**config.mk**
```make
export PLATFORM = sky130hd
export DESIGN_NAME = flushUnit
export DESIGN_NICKNAME = d
export VERILOG_FILES = /design/src/rtl/flushPkg.sv /design/src/rtl/flushControl.sv /design/src/rtl/flushDatapath.sv /design/src/rtl/flushUnit.sv
export SDC_FILE = /design/constraint.sdc
export NUM_CORES = 1
export LEC_CHECK = 0
export BUFFER_PORTS_ARGS = -buffer_cell sky130_fd_sc_hd__buf_2
export CORE_ASPECT_RATIO = 0.8
export CORE_UTILIZATION = 50
export DETAILED_ROUTE_END_ITERATION = 10
export PLACE_DENSITY_LB_ADDON = 0.15
export SYNTH_ARGS = -nofsm -noshare
export SYNTH_HDL_FRONTEND = slang
export SYNTH_SLANG_ARGS = --single-unit
```
**constraint.sdc**
```tcl
create_clock -name clk -period 7.05 [get_ports clk]
set_input_delay 2.115 -clock clk [delete_from_list [all_inputs] [get_ports clk]]
set_output_delay 2.115 -clock clk [all_outputs]
set_load 0.02 [all_outputs]
```
**src/rtl/flushPkg.sv**
```systemverilog
package flushPkg;
  localparam int IDX_W = 8;

  typedef enum logic [1:0] {
    SEL_SEQ    = 2'd0,
    SEL_BRANCH = 2'd1,
    SEL_VECTOR = 2'd2
  } pcSel_e;

  // Strobes from control to datapath: kill stages below killBound.
  typedef struct packed {
    pcSel_e           sel;
    logic             saveEpc;
    logic [IDX_W-1:0] killBound;
    logic [IDX_W-1:0] excIdx;
  } flushStrobe_t;
endpackage

```
**src/rtl/flushControl.sv**
```systemverilog
module flushControl
  import flushPkg::*;
#(
  parameter int NUM_STAGES = 5,
  parameter int BR_STAGE   = 2
) (
  input  logic [NUM_STAGES-1:0] stageValid,
  input  logic [NUM_STAGES-1:0] stageExc,
  input  logic                  brValid,
  input  logic                  brTaken,
  output flushStrobe_t          strobe
);
  logic                  brFire;
  logic [NUM_STAGES-1:0] excLive;
  logic                  excFound;
  logic [IDX_W-1:0]      excAt;

  always_comb begin
    brFire = brValid & brTaken & stageValid[BR_STAGE];
    // Faults on the wrong path behind a taken branch never count.
    for (int s = 0; s < NUM_STAGES; s++) begin
      excLive[s] = stageValid[s] & stageExc[s] & ~(brFire & (s < BR_STAGE));
    end
    excFound = 1'b0;
    excAt    = '0;
    // Ascending scan: the last hit is the deepest, i.e. oldest, stage.
    for (int s = 0; s < NUM_STAGES; s++) begin
      if (excLive[s]) begin
        excFound = 1'b1;
        excAt    = IDX_W'(s);
      end
    end

    strobe = '0;
    if (excFound) begin
      strobe.sel       = SEL_VECTOR;
      strobe.saveEpc   = 1'b1;
      strobe.killBound = excAt + IDX_W'(1);
      strobe.excIdx    = excAt;
    end else if (brFire) begin
      strobe.sel       = SEL_BRANCH;
      strobe.killBound = IDX_W'(BR_STAGE);
    end else begin
      strobe.sel       = SEL_SEQ;
    end
  end
endmodule

```
**src/rtl/flushDatapath.sv**
```systemverilog
module flushDatapath
  import flushPkg::*;
#(
  parameter int          NUM_STAGES = 5,
  parameter int          PC_W       = 32,
  parameter int          INSN_BYTES = 4,
  parameter logic [31:0] VECTOR     = 32'h0000_0180
) (
  input  logic                  clk,
  input  logic                  rstN,
  input  logic                  fetchValid,
  input  logic [PC_W-1:0]       fetchPc,
  input  logic                  fetchRegWe,
  input  logic                  fetchMemWe,
  input  logic [PC_W-1:0]       brTarget,
  input  flushStrobe_t          strobe,
  output logic [NUM_STAGES-1:0] stageValid,
  output logic [NUM_STAGES-1:0] kill,
  output logic [PC_W-1:0]       nextPc,
  output logic [PC_W-1:0]       epc,
  output logic                  commitValid,
  output logic [PC_W-1:0]       commitPc,
  output logic                  commitRegWe,
  output logic                  commitMemWe
);
  localparam int SEL_W = (NUM_STAGES > 1) ? $clog2(NUM_STAGES) : 1;
  localparam int LAST  = NUM_STAGES - 1;

  logic [NUM_STAGES-1:1] rValid, rRegWe, rMemWe;
  logic [PC_W-1:0]       rPc [NUM_STAGES-1:1];

  logic [NUM_STAGES-1:0] sValid, sRegWe, sMemWe;
  logic [PC_W-1:0]       sPc [NUM_STAGES];
  logic [SEL_W-1:0]      excSel;

  always_comb begin
    sValid = {rValid, fetchValid};
    sRegWe = {rRegWe, fetchRegWe};
    sMemWe = {rMemWe, fetchMemWe};
    sPc[0] = fetchPc;
    for (int s = 1; s < NUM_STAGES; s++) sPc[s] = rPc[s];
  end

  for (genvar g = 0; g < NUM_STAGES; g++) begin : g_kill
    assign kill[g] = (IDX_W'(g) < strobe.killBound);
  end

  assign stageValid = sValid;
  assign excSel     = strobe.excIdx[SEL_W-1:0];

  // Stage registers: a killed instruction advances as an empty bubble.
  always_ff @(posedge clk or negedge rstN) begin
    if (!rstN) begin
      rValid <= '0;
      rRegWe <= '0;
      rMemWe <= '0;
      for (int s = 1; s < NUM_STAGES; s++) rPc[s] <= '0;
    end else begin
      for (int s = 1; s < NUM_STAGES; s++) begin
        rValid[s] <= sValid[s-1] & ~kill[s-1];
        rRegWe[s] <= sRegWe[s-1] & ~kill[s-1];
        rMemWe[s] <= sMemWe[s-1] & ~kill[s-1];
        rPc[s]    <= kill[s-1] ? '0 : sPc[s-1];
      end
    end
  end

  always_ff @(posedge clk or negedge rstN) begin
    if (!rstN)               epc <= '0;
    else if (strobe.saveEpc) epc <= sPc[excSel];
  end

  always_comb begin
    case (strobe.sel)
      SEL_BRANCH: nextPc = brTarget;
      SEL_VECTOR: nextPc = VECTOR[PC_W-1:0];
      default:    nextPc = fetchPc + PC_W'(INSN_BYTES);
    endcase
  end

  assign commitValid = sValid[LAST] & ~kill[LAST];
  assign commitRegWe = sRegWe[LAST] & ~kill[LAST];
  assign commitMemWe = sMemWe[LAST] & ~kill[LAST];
  assign commitPc    = sPc[LAST];
endmodule

```
**src/rtl/flushUnit.sv**
```systemverilog
module flushUnit
  import flushPkg::*;
#(
  parameter int          NUM_STAGES = 5,
  parameter int          BR_STAGE   = 2,
  parameter int          PC_W       = 32,
  parameter int          INSN_BYTES = 4,
  parameter logic [31:0] VECTOR     = 32'h0000_0180
) (
  input  logic                  clk,
  input  logic                  rstN,
  input  logic                  fetchValid,
  input  logic [PC_W-1:0]       fetchPc,
  input  logic                  fetchRegWe,
  input  logic                  fetchMemWe,
  input  logic [NUM_STAGES-1:0] stageExc,
  input  logic                  brValid,
  input  logic                  brTaken,
  input  logic [PC_W-1:0]       brTarget,
  output logic [1:0]            pcSel,
  output logic [PC_W-1:0]       nextPc,
  output logic [NUM_STAGES-1:0] kill,
  output logic [PC_W-1:0]       epc,
  output logic                  commitValid,
  output logic [PC_W-1:0]       commitPc,
  output logic                  commitRegWe,
  output logic                  commitMemWe
);
  flushStrobe_t          strobe;
  logic [NUM_STAGES-1:0] stageValid;

  flushControl #(.NUM_STAGES(NUM_STAGES), .BR_STAGE(BR_STAGE)) u_ctl (
    .stageValid(stageValid),
    .stageExc  (stageExc),
    .brValid   (brValid),
    .brTaken   (brTaken),
    .strobe    (strobe)
  );

  flushDatapath #(
    .NUM_STAGES(NUM_STAGES), .PC_W(PC_W), .INSN_BYTES(INSN_BYTES), .VECTOR(VECTOR)
  ) u_dp (
    .clk        (clk),
    .rstN       (rstN),
    .fetchValid (fetchValid),
    .fetchPc    (fetchPc),
    .fetchRegWe (fetchRegWe),
    .fetchMemWe (fetchMemWe),
    .brTarget   (brTarget),
    .strobe     (strobe),
    .stageValid (stageValid),
    .kill       (kill),
    .nextPc     (nextPc),
    .epc        (epc),
    .commitValid(commitValid),
    .commitPc   (commitPc),
    .commitRegWe(commitRegWe),
    .commitMemWe(commitMemWe)
  );

  assign pcSel = strobe.sel;
endmodule

```
==> results.cfg, run 1 <==
[clock_tree]
cts_resized = 0
cts_max_level = 4
insertion_delay_ns = 0.43
numCtsBuffers = 17
post-cts-setup-buffers = 0
cts_tree = built
cts_hold_buffers = 0
clock_sinks = 172
clk_pin_slew_ns = 0.06
clk_path_buf_depth = 2
clock-root-buffer = clkbuf_16

[grt]
grt_max_degree = 115
grt-ovfl-total = 0
grt_use_met1 = 0.415
use_met3 = 0.0768
grt_pass1_vias = 6831
grt.total_usage = 0.285
grt_first_pass_wirelength_um = 37800
grt_use_met2 = 0.420
antenna_found_initial = 1
grt.busiest_layer = met2

[placement]
gp_congestion = 0.956
pre_cts_ws_ns = 0.676
placedCellCount = 1128
dpl.hpwl_um = 16300
port_buffers = 181

[setup_path]
path_delay_family = compound AO/OA/AOI/OAI gates
slowest_stage = a21o_1
cp-start-kind = input port
r2r_setup_slack_ns = 4.09
cp_data_arrival_time_ns = 4.31
end_kind = primary output
path_max_fanout = 18
r2r_end = u_dp.rPc[73]
critPathRequiredTime_ns = 4.93
path_cells = buf_2 -> and2_1 -> o31ai_1 -> buf_4 -> and2_1 -> ha_1 -> a21o_1 -> o2bb2ai_1 -> buf_2
worst-setup-path-type = in2out
reg2regPathDepth = 9
path_buf_inv = 3
critical-path-max-stage-delay_ns = 0.40
reg2reg_from = u_dp.rValid[2]

[sta]
setup_ws_ns = 0.627
period_share = 0.911
setup_tns_ns = 0
worstMarginPinSlew_ns = 1.08
timing.slew.headroom = 0.281
setup_viol = 0
fmax_mhz = 156
fin_crit_ns = 6.42
finalClockSkew_ns = 0.00846
hold_viol = 0
rsz0062_at_grt = false
report.final.slew_viol_count = 0

[final_layout]
nFillCells = 1431
fin_cells = 1160
drive_gt1_frac = 0.256
syn_to_final_growth_pct = 16.3
fin_nets = 1005

[route]
drt_iter0_markers = 613
drtAntennaViolNets = 0
wire_per_inst_um = 20.9
viasPerCell = 6.14
firstDrtPassIters = 9
drc = 2
routed_wl_um = 24200
vias = 7127

[worst_hold_path]
hold_start = u_dp.rMemWe[3]
hp-class = reg2reg
hold_path_end = u_dp.rMemWe[4]
whs_path_depth = 1

[outcome]
outcome = complete, but fails checks
violations = DRC

[logic_synthesis]
synth_edf_count = 0
synth_fp_nets = 895
syn_area_mm2 = 0.00844
ys.warnings.count = 0
synthArstFlopShare = 1.00
avgSynthCellArea_um2 = 10.3
synth-seq-area-share = 0.510
ys.flop_type = dfrtp_1
synth.distinct_cells = 46
synth.ff_latch_count = 172
syn-instance-count = 817

[floorplan]
die_area_mm2 = 0.0174
placementRows = 42
design.core.area_mm2 = 0.0165
boundaryPins = 182
die_y_um = 118
initial_core_util = 0.512
die_w_um = 147

[power_and_ir_drop]
finalPower_mw = 4.41
ir_drop_uv = 193
powerDensity_mw_per_mm2 = 450
total_leakage_power_nw = 4.45

[flow_run]
max_cap_violations = 0
==> metrics by stage <==
stage,util,cell area [um2],hold slack [ns]
finish,0.595,9820,0.449
global route,0.595,9820,0.474
CTS,0.595,9810,0.457
detailed placement,0.562,9270,0.444
global placement,0.562,9270,0.434
floorplan,-,8440,0.428
==> area by class of cell <==
type / instances / area, um2 / share of cell area
clock inverter: 10 / 92.6 / 0.00943
timing repair buffer: 203 / 1080 / 0.110
multi-input combinational: 526 / 3590 / 0.365
clock buffer: 21 / 450 / 0.0459
tap: 220 / 275 / 0.0280
sequential: 172 / 4300 / 0.438
antenna: 1 / 2.50 / 0.000255
inverter: 7 / 26.3 / 0.00268
==> state kept, by name, summed over array words and instances, names as in the netlist <==
signal and flops:
u_dp.commitPc 32, u_dp.rRegWe 4, u_dp.rMemWe 4, u_dp.epc 32, u_dp.rValid 4, u_dp.rPc 96
==> cell usage in the layout (no fill, tap or decap), drive strengths merged, types with 2 or more instances in the layout <==
master,Yosys,final
a22o,33,33
ha,2,2
nand2,40,40
xnor2,6,6
or4b,2,2
a31oi,4,4
a21oi,34,34
o22a,29,29
and4,6,6
xor2,6,6
inv,7,8
dfrtp,172,172
nor2,8,8
nor3b,32,32
a22oi,4,4
o211ai,15,15
o31a,29,29
nand4,42,42
clkinvlp,0,4
o21ai,15,15
and3,4,4
o31ai,32,32
nand3,29,29
and2,43,43
buf,40,203
a21boi,36,36
nor2b,35,35
o2bb2ai,3,3
clkbuf,72,21
o22ai,3,3
clkinv,0,4
nor3,7,7
or4,18,18
==> cell usage after synthesis, types with 8 or more instances <==
cell type / n / share of area
a21boi_0: 31 / 0.028
nor2_1: 8 / 0.0036
nand4_1: 42 / 0.031
o22a_1: 29 / 0.030
o31ai_1: 32 / 0.028
nand2_1: 40 / 0.018
nor3b_1: 32 / 0.028
and2_1: 43 / 0.032
or4_1: 18 / 0.016
o211ai_1: 15 / 0.013
dfrtp_1: 172 / 0.51
a22o_1: 33 / 0.034
nand3_1: 28 / 0.017
nor2b_1: 35 / 0.026
o31a_1: 29 / 0.030
clkbuf_1: 72 / 0.032
o21ai_0: 14 / 0.0083
buf_4: 33 / 0.029
a21oi_1: 34 / 0.020
==> how the worst max path moves through the flow <==
stage,startpoint,endpoint,slack (ns),cells past startpoint
2_1_floorplan,brValid,kill[2],0.56,9
3_5_place_dp,stageExc[2],kill[2],0.68,10
6_report,stageExc[2],commitValid,0.63,9
4_1_cts,stageExc[2],kill[2],0.66,10
5_1_grt,stageExc[2],commitValid,0.49,9
3_3_place_gp,fetchPc[2],nextPc[22],0.73,7
==> cell families (layout without fill, tap and decap cells) <==
| family | Yosys count | after routing | synth area share |
|---|---|---|---|
| and+or+nand+nor | 269 | 269 | 0.191 |
| other | 0 | 1 | 0 |
| buffers and inverters | 119 | 241 | 0.0683 |
| AOI/OAI and AO/OA | 243 | 243 | 0.216 |
| DFF | 172 | 172 | 0.510 |
| adders and majority gates | 2 | 2 | 0.00296 |
| xor gates and xnor gates | 12 | 12 | 0.0124 |
==> layer usage <==
metal | share of wire | wire (um)
met1 | 0.45 | 10900
met2 | 0.44 | 10600
met3 | 0.096 | 2330
met4 | 0.015 | 364
met5 | 0 | 0
==> where the power goes <==
part / switching [mW] / internal [mW] / leakage [nW]
registers: 0.221 / 1.40 / 2.21
clock network: 0.369 / 0.492 / 0.255
logic: 1.24 / 0.691 / 1.98
No activity file was read; power rests on OpenSTA's default activity.
==> run 2: changes to the inputs <==
- clock period: 7.05 -> 7.4 ns (I/O delays scaled with it)
==> run 2 against run 1 <==
  * The flow still finishes with violations (DRC)
  * First-iteration DRC count is 17% higher
  * Clock power up 21%
  * Critical path depth grew 1
==> results.cfg, run 2 (synthesis gave the netlist of run 1 again) <==
[placement]
pre_cts_ws_ns = 0.576
dpl.hpwl_um = 16600
placedCellCount = 1129
port_buffers = 181
placed_cell_area_mm2 = 0.00928
gp_congestion = 0.910

[clock_tree]
cts_hold_buffers = 0
clock_sinks = 172
clk_pin_slew_ns = 0.07
cts_max_level = 4
cts_resized = 0
insertion_delay_ns = 0.43
numCtsBuffers = 17
clk_path_buf_depth = 2
cts_tree = built
clock-root-buffer = clkbuf_16
post-cts-setup-buffers = 0

[power_and_ir_drop]
power_frac_seq = 0.350
cellInternalPower_mw = 2.66
powerDensity_mw_per_mm2 = 443
switching_power_mw = 1.76
total_leakage_power_nw = 4.53
ir_drop_uv = 249
clock_power_share = 0.235
power_frac_comb = 0.415
switching_share = 0.398
finalPower_mw = 4.42

[sta]
finalClockSkew_ns = 0.00865
worstMarginPinSlew_ns = 1.14
fmax_mhz = 145
setup_ws_ns = 0.518
report.final.slew_viol_count = 0
worst_hold_slack_ns = 0.449
hold_viol = 0
setup_viol = 0
setup_tns_ns = 0
rsz0062_at_grt = false
period_share = 0.930
timing.slew.headroom = 0.240
fin_crit_ns = 6.88

[final_layout]
drive_gt1_frac = 0.260
multi_input_area_mm2 = 0.00359
syn_to_final_growth_pct = 18.2
fin_nets = 1006
final_util = 0.605
antenna_cells = 0
layout_commonest_cell = buf_2
nFillCells = 1424
fin_cells = 1161
stdcell_area_mm2 = 0.00998
seq_area_mm2 = 0.00430
top_register = u_dp.rPc
final_cell_mix = 180 x buf_2, 172 x dfrtp_1, 43 x and2_1
largest_reg_flops = 96

[outcome]
outcome = complete, but fails checks
violations = DRC

[grt]
grt_max_degree = 100
grt.total_usage = 0.294
grt_first_pass_wirelength_um = 38900
grt_pass1_vias = 6968
antenna_found_initial = 0
grt-ovfl-total = 0

[route]
drc = 2
vias = 7155
viasPerCell = 6.16
drtAntennaViolNets = 0
firstDrtPassIters = 11
drt_iter0_markers = 715
wire_per_inst_um = 21.2
routed_wl_um = 24600

[setup_path]
startpoint = stageExc[2]
cp-start-kind = input port
critPathRequiredTime_ns = 5.18
cp_data_arrival_time_ns = 4.66
reg2reg_from = u_dp.rValid[2]
path_max_fanout = 55
end_kind = primary output
worst-setup-path-type = in2out

[floorplan]
boundaryPins = 182
die_y_um = 118
design.core.area_mm2 = 0.0165
die_w_um = 147
die_area_mm2 = 0.0174
initial_core_util = 0.512
placementRows = 42

[worst_hold_path]
hp-class = reg2reg
hold_start = u_dp.rRegWe[3]

[flow_run]
max_cap_violations = 0
==> run 2: worst paths after layout <==
kind                                      to  slack (ns)  cells after the start
hold reg to reg               u_dp.rRegWe[4]        0.45                      1
setup reg to reg                u_dp.rPc[95]        4.44                      9
max in group asynchronous       u_dp.rPc[80]        4.03                      2
hold / removal                u_dp.rRegWe[4]        0.45                      1
setup / recovery                     kill[1]        0.52                     10
min in group asynchronous  u_dp.commitPc[23]        1.88                      1
==> run 2: cell type report <==
class | instances | area share
Timing Repair Buffer | 204 | 0.109
Clock inverter | 12 | 0.0232
Inverter | 7 | 0.00263
Sequential cell | 172 | 0.431
Multi-Input combinational cell | 526 | 0.360
Tap cell | 220 | 0.0276
Clock buffer | 20 | 0.0468
==> run 2: critical path: stages <==
cell and delay, ns:
buf_2 0.12, and2_1 0.17, o31ai_1 0.25, buf_4 0.19, and2_1 0.17, ha_1 0.28, a2111oi_0 0.52, nor3_2 0.12
buf_4 0.32, buf_2 0.25
==> run 2: per-layer routing <==
layer / track usage / wire length (um) / vias up
met2: 0.424 / 10600 / 380
met4: 0.0902 / 291 / 0
met3: 0.0660 / 2230 / 31
li1: - / - / 3219
met5: 0 / 0 / -
met1: 0.440 / 11400 / 3525
==> run 2: power groups by stage <==
stage	Clock, mW	Combinational [mW]	Sequential, mW
after CTS	1.05	1.84	1.54
after global placement	0	1.79	1.54
final	1.04	1.83	1.55
after global routing	1.09	1.98	1.59
after detailed placement	0	1.82	1.56
after floorplan	0	1.22	1.60
